--- src/rtl/swire_slave.sv ---
`timescale 1ns/1ps
module swire_slave #(
  parameter int          CYC_PER_US = 4,
  parameter logic [7:0]  FAMILY     = 8'h2A,
  parameter logic [47:0] SERIAL     = 48'h5EC0_9137_A40B,
  parameter int          N_RST_US   = 120,
  parameter int          O_RST_US   = 16,
  parameter int          N_SMP_US   = 30,
  parameter int          O_SMP_US   = 3,
  parameter int          N_PWAIT_US = 30,
  parameter int          O_PWAIT_US = 3,
  parameter int          N_PLEN_US  = 120,
  parameter int          O_PLEN_US  = 12
) (
  input  logic       clk,
  input  logic       rst_n,
  input  logic       line_i,
  input  logic       overdrive_i,
  output logic       pull_o,
  output logic [7:0] cmd_o,
  output logic       cmd_valid_o,
  output logic       unsupported_o
);

  function automatic logic [7:0] crc_of(input logic [55:0] d);
    logic [7:0] c;
    c = '0;
    for (int i = 0; i < 56; i++) begin
      logic fb;
      fb = c[0] ^ d[i];
      c  = {1'b0, c[7:1]} ^ (fb ? 8'h8C : 8'h00);
    end
    return c;
  endfunction

  localparam int MAXW = (N_RST_US > N_PLEN_US ? N_RST_US : N_PLEN_US) * CYC_PER_US;
  localparam int CW   = $clog2(MAXW + 2) + 1;
  localparam logic [63:0] ID_WORD = {crc_of({SERIAL, FAMILY}), SERIAL, FAMILY};
  localparam logic [7:0]  CMD_ID  = 8'h33;

  typedef enum logic [2:0] {S_WRST, S_PWAIT, S_PDRV, S_CMD, S_READ} st_t;

  st_t           st;
  logic [2:0]    sy;
  logic [CW-1:0] lcnt, tcnt;
  logic          armed, slot_act;
  logic [6:0]    bitcnt;
  logic [7:0]    shreg;

  wire s_now   = sy[1];
  wire fall    = sy[2] & ~sy[1];
  wire rst_evt = armed & s_now;

  wire [CW-1:0] t_rst = overdrive_i ? CW'(O_RST_US * CYC_PER_US)   : CW'(N_RST_US * CYC_PER_US);
  wire [CW-1:0] t_smp = overdrive_i ? CW'(O_SMP_US * CYC_PER_US)   : CW'(N_SMP_US * CYC_PER_US);
  wire [CW-1:0] t_pw  = overdrive_i ? CW'(O_PWAIT_US * CYC_PER_US) : CW'(N_PWAIT_US * CYC_PER_US);
  wire [CW-1:0] t_pl  = overdrive_i ? CW'(O_PLEN_US * CYC_PER_US)  : CW'(N_PLEN_US * CYC_PER_US);

  wire [7:0] nxt_byte = {s_now, shreg[7:1]};

  assign pull_o = (st == S_PDRV) | ((st == S_READ) & slot_act & ~ID_WORD[bitcnt[5:0]]);

  always_ff @(posedge clk or negedge rst_n)
    if (!rst_n) sy <= 3'b111;
    else        sy <= {sy[1:0], line_i};

  always_ff @(posedge clk or negedge rst_n)
    if (!rst_n) begin
      lcnt  <= '0;
      armed <= 1'b0;
    end else begin
      if (!s_now && !pull_o) lcnt <= (lcnt == '1) ? lcnt : lcnt + 1'b1;
      else                   lcnt <= '0;
      armed <= s_now ? 1'b0 : (armed | (lcnt > t_rst));
    end

  always_ff @(posedge clk or negedge rst_n)
    if (!rst_n) begin
      st            <= S_WRST;
      tcnt          <= '0;
      slot_act      <= 1'b0;
      bitcnt        <= '0;
      shreg         <= '0;
      cmd_o         <= '0;
      cmd_valid_o   <= 1'b0;
      unsupported_o <= 1'b0;
    end else begin
      cmd_valid_o <= 1'b0;
      if (rst_evt) begin
        st            <= S_PWAIT;
        tcnt          <= '0;
        slot_act      <= 1'b0;
        bitcnt        <= '0;
        unsupported_o <= 1'b0;
      end else begin
        case (st)
          S_PWAIT:
            if (tcnt >= t_pw - 1'b1) begin
              st   <= S_PDRV;
              tcnt <= '0;
            end else tcnt <= tcnt + 1'b1;
          S_PDRV:
            if (tcnt >= t_pl - 1'b1) begin
              st       <= S_CMD;
              tcnt     <= '0;
              bitcnt   <= '0;
              slot_act <= 1'b0;
            end else tcnt <= tcnt + 1'b1;
          S_CMD:
            if (!slot_act) begin
              if (fall) begin
                slot_act <= 1'b1;
                tcnt     <= '0;
              end
            end else if (tcnt >= t_smp - 1'b1) begin
              slot_act <= 1'b0;
              shreg    <= nxt_byte;
              if (bitcnt == 7'd7) begin
                cmd_o       <= nxt_byte;
                cmd_valid_o <= 1'b1;
                bitcnt      <= '0;
                if (nxt_byte == CMD_ID) st <= S_READ;
                else begin
                  unsupported_o <= 1'b1;
                  st            <= S_WRST;
                end
              end else bitcnt <= bitcnt + 1'b1;
            end else tcnt <= tcnt + 1'b1;
          S_READ:
            if (!slot_act) begin
              if (fall) begin
                slot_act <= 1'b1;
                tcnt     <= '0;
              end
            end else if (tcnt >= t_smp - 1'b1) begin
              slot_act <= 1'b0;
              if (bitcnt == 7'd63) st <= S_WRST;
              else                 bitcnt <= bitcnt + 1'b1;
            end else tcnt <= tcnt + 1'b1;
          default: ;
        endcase
      end
    end

  logic [CW-1:0] plcnt;
  always_ff @(posedge clk or negedge rst_n)
    if (!rst_n) plcnt <= '0;
    else        plcnt <= pull_o ? plcnt + 1'b1 : '0;

  AST_PULL_BOUNDED: assert property (@(posedge clk) disable iff (!rst_n)
    pull_o |-> (plcnt < CW'(MAXW + 1)));
  AST_CMDV_PULSE: assert property (@(posedge clk) disable iff (!rst_n)
    cmd_valid_o |=> !cmd_valid_o);
  AST_READ_AFTER_ID: assert property (@(posedge clk) disable iff (!rst_n)
    (st == S_READ && $past(st) == S_CMD) |-> (cmd_o == CMD_ID));
  AST_UNSUP_CMD: assert property (@(posedge clk) disable iff (!rst_n)
    $rose(unsupported_o) |-> (cmd_o != CMD_ID && cmd_valid_o));
  AST_UNSUP_QUIET: assert property (@(posedge clk) disable iff (!rst_n)
    unsupported_o |-> !pull_o);

endmodule

--- config.mk ---
export PLATFORM = sky130hd
export DESIGN_NAME = swire_slave
export DESIGN_NICKNAME = d
export VERILOG_FILES = /design/src/rtl/swire_slave.sv
export SDC_FILE = /design/constraint.sdc
export NUM_CORES = 1
export LEC_CHECK = 0
export BUFFER_PORTS_ARGS = -buffer_cell sky130_fd_sc_hd__buf_2
export CORE_MARGIN = 2
export CORE_UTILIZATION = 55
export DETAILED_ROUTE_END_ITERATION = 6
export PLACE_DENSITY = 0.75
export SYNTH_ARGS = -nofsm -noshare
export SYNTH_HDL_FRONTEND = slang
export SYNTH_SLANG_ARGS = --single-unit
--- constraint.sdc ---
create_clock -name clk -period 2.6 [get_ports clk]
set_input_delay 0.13 -clock clk [delete_from_list [all_inputs] [get_ports clk]]
set_output_delay 0.13 -clock clk [all_outputs]
set_load 0.005 [all_outputs]
; Yosys cells after proc, flatten, opt, wreduce, memory -nomap -nowiden
; Memory sizes are Yosys's and may differ from the RTL's.
; Index checks and enable logic that the tools add are counted.
[totals]
register_bits = 53
latchBits = 0
mem_bits_rw = 0
mem_bits_ro = 64
in_bits = 4
word_cells = 121
mem_count = 1
[op_classes]
add_sub_neg = 5
multipliers = 0
n_div = 0
order_cmp = 4
n_eq_ne = 21
n_shift = 0
mux = 51
bitwise = 9
n_reduce_logical = 19
[memory_table]
columns = memory, words, width, rd, rd_ports_with_merged_regs, write_ports, line_no
row1 = (name not given), 64, 1, 1, 0, 0, 61  ; assign pull_o = (st == S_PDRV) | ((st == S_READ) & slot_act & ~ID_WORD[bitcnt[5:0]]);
[ops]
columns = cell, n
row1 = 10-bit two-way mux, 8
row2 = 7-bit two-way mux, 9
row3 = 3-bit two-way mux, 10
row4 = 10-bit case mux with 3 select lines, 1
row5 = 7-bit case mux with 3 select lines, 1
row6 = 10-bit by 1-bit adder with 10-bit output (second input constant), 2
row7 = 10-bit greater-or-equal comparator, 2
row8 = 1-bit two-way mux, 18
row9 = 9-bit two-way mux, 2
row10 = 3-bit != test (second input constant), 6
row11 = 3-bit case mux with 4 select lines, 1
row12 = 10-bit == test (second input constant), 1
row13 = 10-bit by 9-bit greater-than comparator with 1-bit output, 1
row14 = 5-bit AND reduction, 2
row15 = 9-bit by 1-bit subtractor with 10-bit output (second input constant), 1
row16 = 3-bit by 2-bit != test with 1-bit output (second input constant), 3
row17 = 9-bit AND reduction, 1
row18 = 8-bit by 6-bit == test with 1-bit output (second input constant), 1
row19 = 2-bit nonzero test, 4
row20 = 4-bit nonzero test, 2
row21 = 7-bit by 1-bit subtractor with 8-bit output (second input constant), 1
row22 = 7-bit by 1-bit adder with 7-bit output (second input constant), 1
row23 = 7-bit by 3-bit == test with 1-bit output (second input constant), 1
row24 = 7-bit by 6-bit == test with 1-bit output (second input constant), 1
row25 = other kinds (20), 29

; Logic depth before layout (Yosys ltp)
[logic_depth]
word_depth = 8
mapped_depth = 9
mapped_depth_nobuf = 8

; Least setup slack after synthesis
; No wires, ideal clock.
[synth_timing]
path_kind = register to register
start = register tcnt[3]
end = register tcnt[2]
t_arrival_ns = 2.403
required_ns = 2.471
setup_slack_ns = 0.068
path_stages_with_launch = 9
n_path_buf = 1
path_cell_list = dfrtp_1 > ha_1 > nor2_1 > or4b_1 > a21o_1 > a221oi_2 > or3_1 > buf_2 > o21ai_0
[synth_via]
elab_chain_cells = 4
elab_cells_between_ends = 8
[synth_lines]
columns = item, line_no
row1 = from (decl), 45  ; logic [CW-1:0] lcnt, tcnt;
row2 = from (signal assigned), 101  ; end else tcnt <= tcnt + 1'b1;
row3 = from (signal assigned), 108  ; end else tcnt <= tcnt + 1'b1;
row4 = from (signal assigned), 128  ; end else tcnt <= tcnt + 1'b1;
row5 = 10-bit greater-or-equal comparator (on tied branches), -
row6 = 10-bit two-way mux (on tied branches), "103, 98"
row7 = 10-bit case mux with 3 select lines, 96  ; case (st)
row8 = 10-bit two-way mux, 89  ; if (rst_evt) begin
; Parallel ways exist; a longest one is shown, timed or not.
; A chain may end at the register's enable or synchronous reset.

; Worst setup path after layout
[layout_timing]
start = register bitcnt[0]
end = output pull_o
[layout_via]
elab_chain_cells = 5
[layout_lines]
columns = item, line_no
row1 = from (decl), 47  ; logic [6:0] bitcnt;
row2 = from (signal assigned), 127  ; end else bitcnt <= bitcnt + 1'b1;
row3 = from (signal assigned), 138  ; else bitcnt <= bitcnt + 1'b1;
row4 = memory read 64 x 1 bit, -
row5 = 1-bit two-way mux (implied by the code), 61
row6 = 1-bit inverter, 61
row7 = 1-bit bitwise AND, 61
row8 = 1-bit bitwise OR, 61
row9 = to (decl), 19  ; output logic pull_o,
; No other way between the ends. The select of a mux whose other input is x is not followed.

==> impl_results.md <==
- Hold WC Path Type: reg2reg
- Vias in the first global route: 2452
- Main synth FF type: dfrtp_1
- Dpl cells: 414
- Crit path max fanout: 6
- Synthesized netlist net count: between 300 and 400
- Vias/cell: 5.92
- TritonCTS clock tree: built
- WS Path Type: reg2out
- Hold Worst Slack: 0.360 ns
- Synth cell types: 55
- GRT Total Usage: 22.4%
- RSZ-0062 raised after global routing: false
- Slew margin rel.: 56.4%
- Pwr Density: 761 nW/um2
- Final Wtd Congestion: 0.846
- Fillers: 460
- Routed len/inst: between 15 and 20 um
- Synth Instances: 320
- Non-Filler Instances: roughly 430
- Max Freq: 405 MHz
- Number of flops mapped to enable cells by yosys: 0
- Drt drc: 0
- Actual slew at the worst max-slew pin: 0.654 ns
- Overflow after GRT: 0
- Number of synthesized register bits: between 50 and 60
- WP data required: 2.47 ns
- Root Buffer: clkbuf_8
- WP data arrival: about 2.3 ns
- Leak pwr: 0.00166 uW
- First-pass GRT wire length: 11.3 mm
- Detail Route met3 WL: 231 um
- Initial antenna violation count: 0
- Pre-Repair DR Iteration Count: 4
- Fin crit period: 2.47 ns
- Post-DP HPWL: 4.57 mm
- Vias: between 2000 and 3000
- Core ar.: ~5500 um2
- Synthesized area: 3160 um2
- Worst VDD drop: 0.498 mV
- Die H: around 80 um
- Initial Util: 57.0%
- Sequential cell area fraction in the yosys report: between 40 and 50%
- Synth async-reset ratio: 100%
- Clock transition at the registers of the reported paths: roughly 0.1 ns
- MaxCap Viol Count: 0
- IO Pins: 15
- Met1 WL: 3.03 mm
- Final slew viol count: 0
- Synth Warn #: 0
- Bufs on Longest Clock Path: 2
- Clk_lat worst skew: 0.31 ns
- Largest net degree at the start of global routing: 53
- Crit-path max cell delay: 0.46 ns
- Share of post-route cells with drive strength above 1: 23.2%
- CTS H-tree lvls: 2
- Die area: 6370 um2
- Crit end category: primary output
- Fin crit share: 95.0%
- Cts bufs inserted: 5
- Clock Sinks: 52
- Final setup fails: 0
- ANT nets after route: 0
- Met2 wire length: between 3 and 4 mm
- Outcome: complete, no violations
- Clk_skew: 0.00446 ns
- Highest metal layer with signal wires: met4
- Core Rows: 27
- Nets: 375
- Syn_area_per_cell: 9.88 um2
- Worst Path Buf+Inv: 3
- Most common cell after layout, fill and taps aside: dfrtp_1
- Count of input and output buffers: 14
- Crit-path cells: inv_1, buf_4, ha_1, a21o_1, mux4_2, a21oi_2, a21oi_1, buf_2
- Die width: 79.8 um
- Area growth from synthesis to layout: 13.0%
- Slowest CP cell: mux4_2
- Total wire length: 6.44 mm
- Commonest non-fill, non-tap cells in the layout: 47 x dfrtp_1, 29 x nand2_1, 21 x nor2_1, 21 x buf_4
- Diodes inserted: 0
- CP Launch Type: flop
- Total negative setup slack: 0 ns
- Final hold vios: 0
- Top Family by Delay on Critical Path: compound AO/OA/AOI/OAI gates
- Drt first-iter violations: 140
[area by class of cell]
class | instances | area [um2] | share of cell area, %
Timing Repair Buffer | 38 | 260 | 7.29
Multi-Input combinational cell | 246 | 1790 | 50.1
Tap cell | 72 | 90.1 | 2.52
Clock buffer | 5 | 68.8 | 1.93
Inverter | 9 | 33.8 | 0.946
Sequential cell | 52 | 1310 | 36.6
Clock inverter | 3 | 22.5 | 0.630
[cell usage after synthesis, types with 2 or more instances]
cell type,n,share of area [%]
mux4_2,2,1.4
o2bb2ai_1,3,0.83
mux2_2,15,5.3
nand4b_1,2,0.55
dfrtp_1,49,39
xnor2_1,4,1.1
mux2i_1,4,1.3
dfstp_2,3,2.5
a2bb2oi_1,5,1.4
nand2_1,29,3.4
nor4bb_1,2,0.63
or3_1,3,0.59
nand2b_1,5,0.99
o31ai_1,4,0.95
and3_1,8,1.6
nand3_1,18,2.9
xor2_1,3,0.83
and2_1,4,0.79
clkbuf_1,12,1.4
nor2_1,22,2.6
o31ai_2,4,1.6
nor2b_1,5,0.99
ha_1,19,7.5
o21ai_0,12,1.9
a31oi_1,3,0.59
a41oi_1,3,0.83
nand4_1,3,0.59
nor3_1,15,2.4
a21o_1,3,0.71
nand3b_1,4,0.95
a21oi_1,12,1.9
inv_1,9,1.1
a32o_1,4,1.3
or2_2,2,0.40
a211oi_1,5,1.2
[metal layers]
metal | up-vias | track usage [%]
li1 | 1249 | -
met1 | 1220 | 29.4
met2 | 44 | 38.5
met3 | 5 | 4.07
met4 | 0 | 5.59
met5 | - | 0
[final timing paths]
path                       startpoint        end  slack, ns  cells after the start
hold / removal                  sy[0]      sy[1]       0.36                      0
hold reg to reg                 sy[0]      sy[1]       0.36                      0
max in group asynchronous       rst_n  bitcnt[0]       1.69                      3
setup reg to reg              tcnt[5]  bitcnt[2]       0.14                      6
setup / recovery            bitcnt[0]     pull_o       0.13                      8
min in group asynchronous       rst_n    tcnt[0]       0.44                      3
[metrics by stage]
| step | utilization, % | area [um2] | setup slack [ns] | total power (uW) |
|---|---|---|---|---|
| floorplan | - | 3160 | 0.0680 | 1900 |
| global placement | 61.9 | 3430 | 0.0926 | 2180 |
| detailed placement | 61.9 | 3430 | 0.0564 | 2210 |
| CTS | 63.9 | 3540 | 0.0513 | 2680 |
| global route | 64.5 | 3570 | 0.0161 | 2920 |
| finish | 64.5 | 3570 | 0.129 | 2720 |
[state kept, by name, indices dropped and copies added, names as in the netlist]
| name | cells |
|---|---|
| lcnt | 10 |
| bitcnt | 7 |
| st | 3 |
| cmd_o | 8 |
| unsupported_o | 1 |
| cmd_valid_o | 1 |
| tcnt | 10 |
| slot_act | 1 |
| shreg | 7 |
| sy | 3 |
| armed | 1 |
[worst reg2reg max path, cell delays in order (launching register included)]
cell and delay [ns]:
dfrtp_1 0.40, ha_1 0.32, or4b_4 0.58, a211oi_1 0.29, a211o_1 0.31, mux2i_1 0.12, a311o_1 0.32
[power breakdown]
group	switching, uW	internal, uW	leakage, uW	total [uW]
combinational	669	542	0.000914	1210
clock	280	193	0.0000485	473
sequential	131	904	0.000696	1040
[logic make-up after synthesis]
logic type | count (synthesis) | share of synthesized area [%]
compound gates | 71 | 17.2
fa+ha+maj | 19 | 7.52
mux | 21 | 8.04
buf+inv | 22 | 2.65
simple gates | 128 | 21.3
xor+xnor | 7 | 1.94
flops | 52 | 41.3
[timing repair]
| action | in CTS | in global routing |
|---|---|---|
| endpoints found under the setup margin | 1 | 30 |
| gates resized for setup | 1 | 6 |
| endpoints found under the hold margin | 50 | 0 |
| hold buffers | 2 | 0 |
| setup buffers | 0 | 1 |
(Power assumes the default switching activity.)
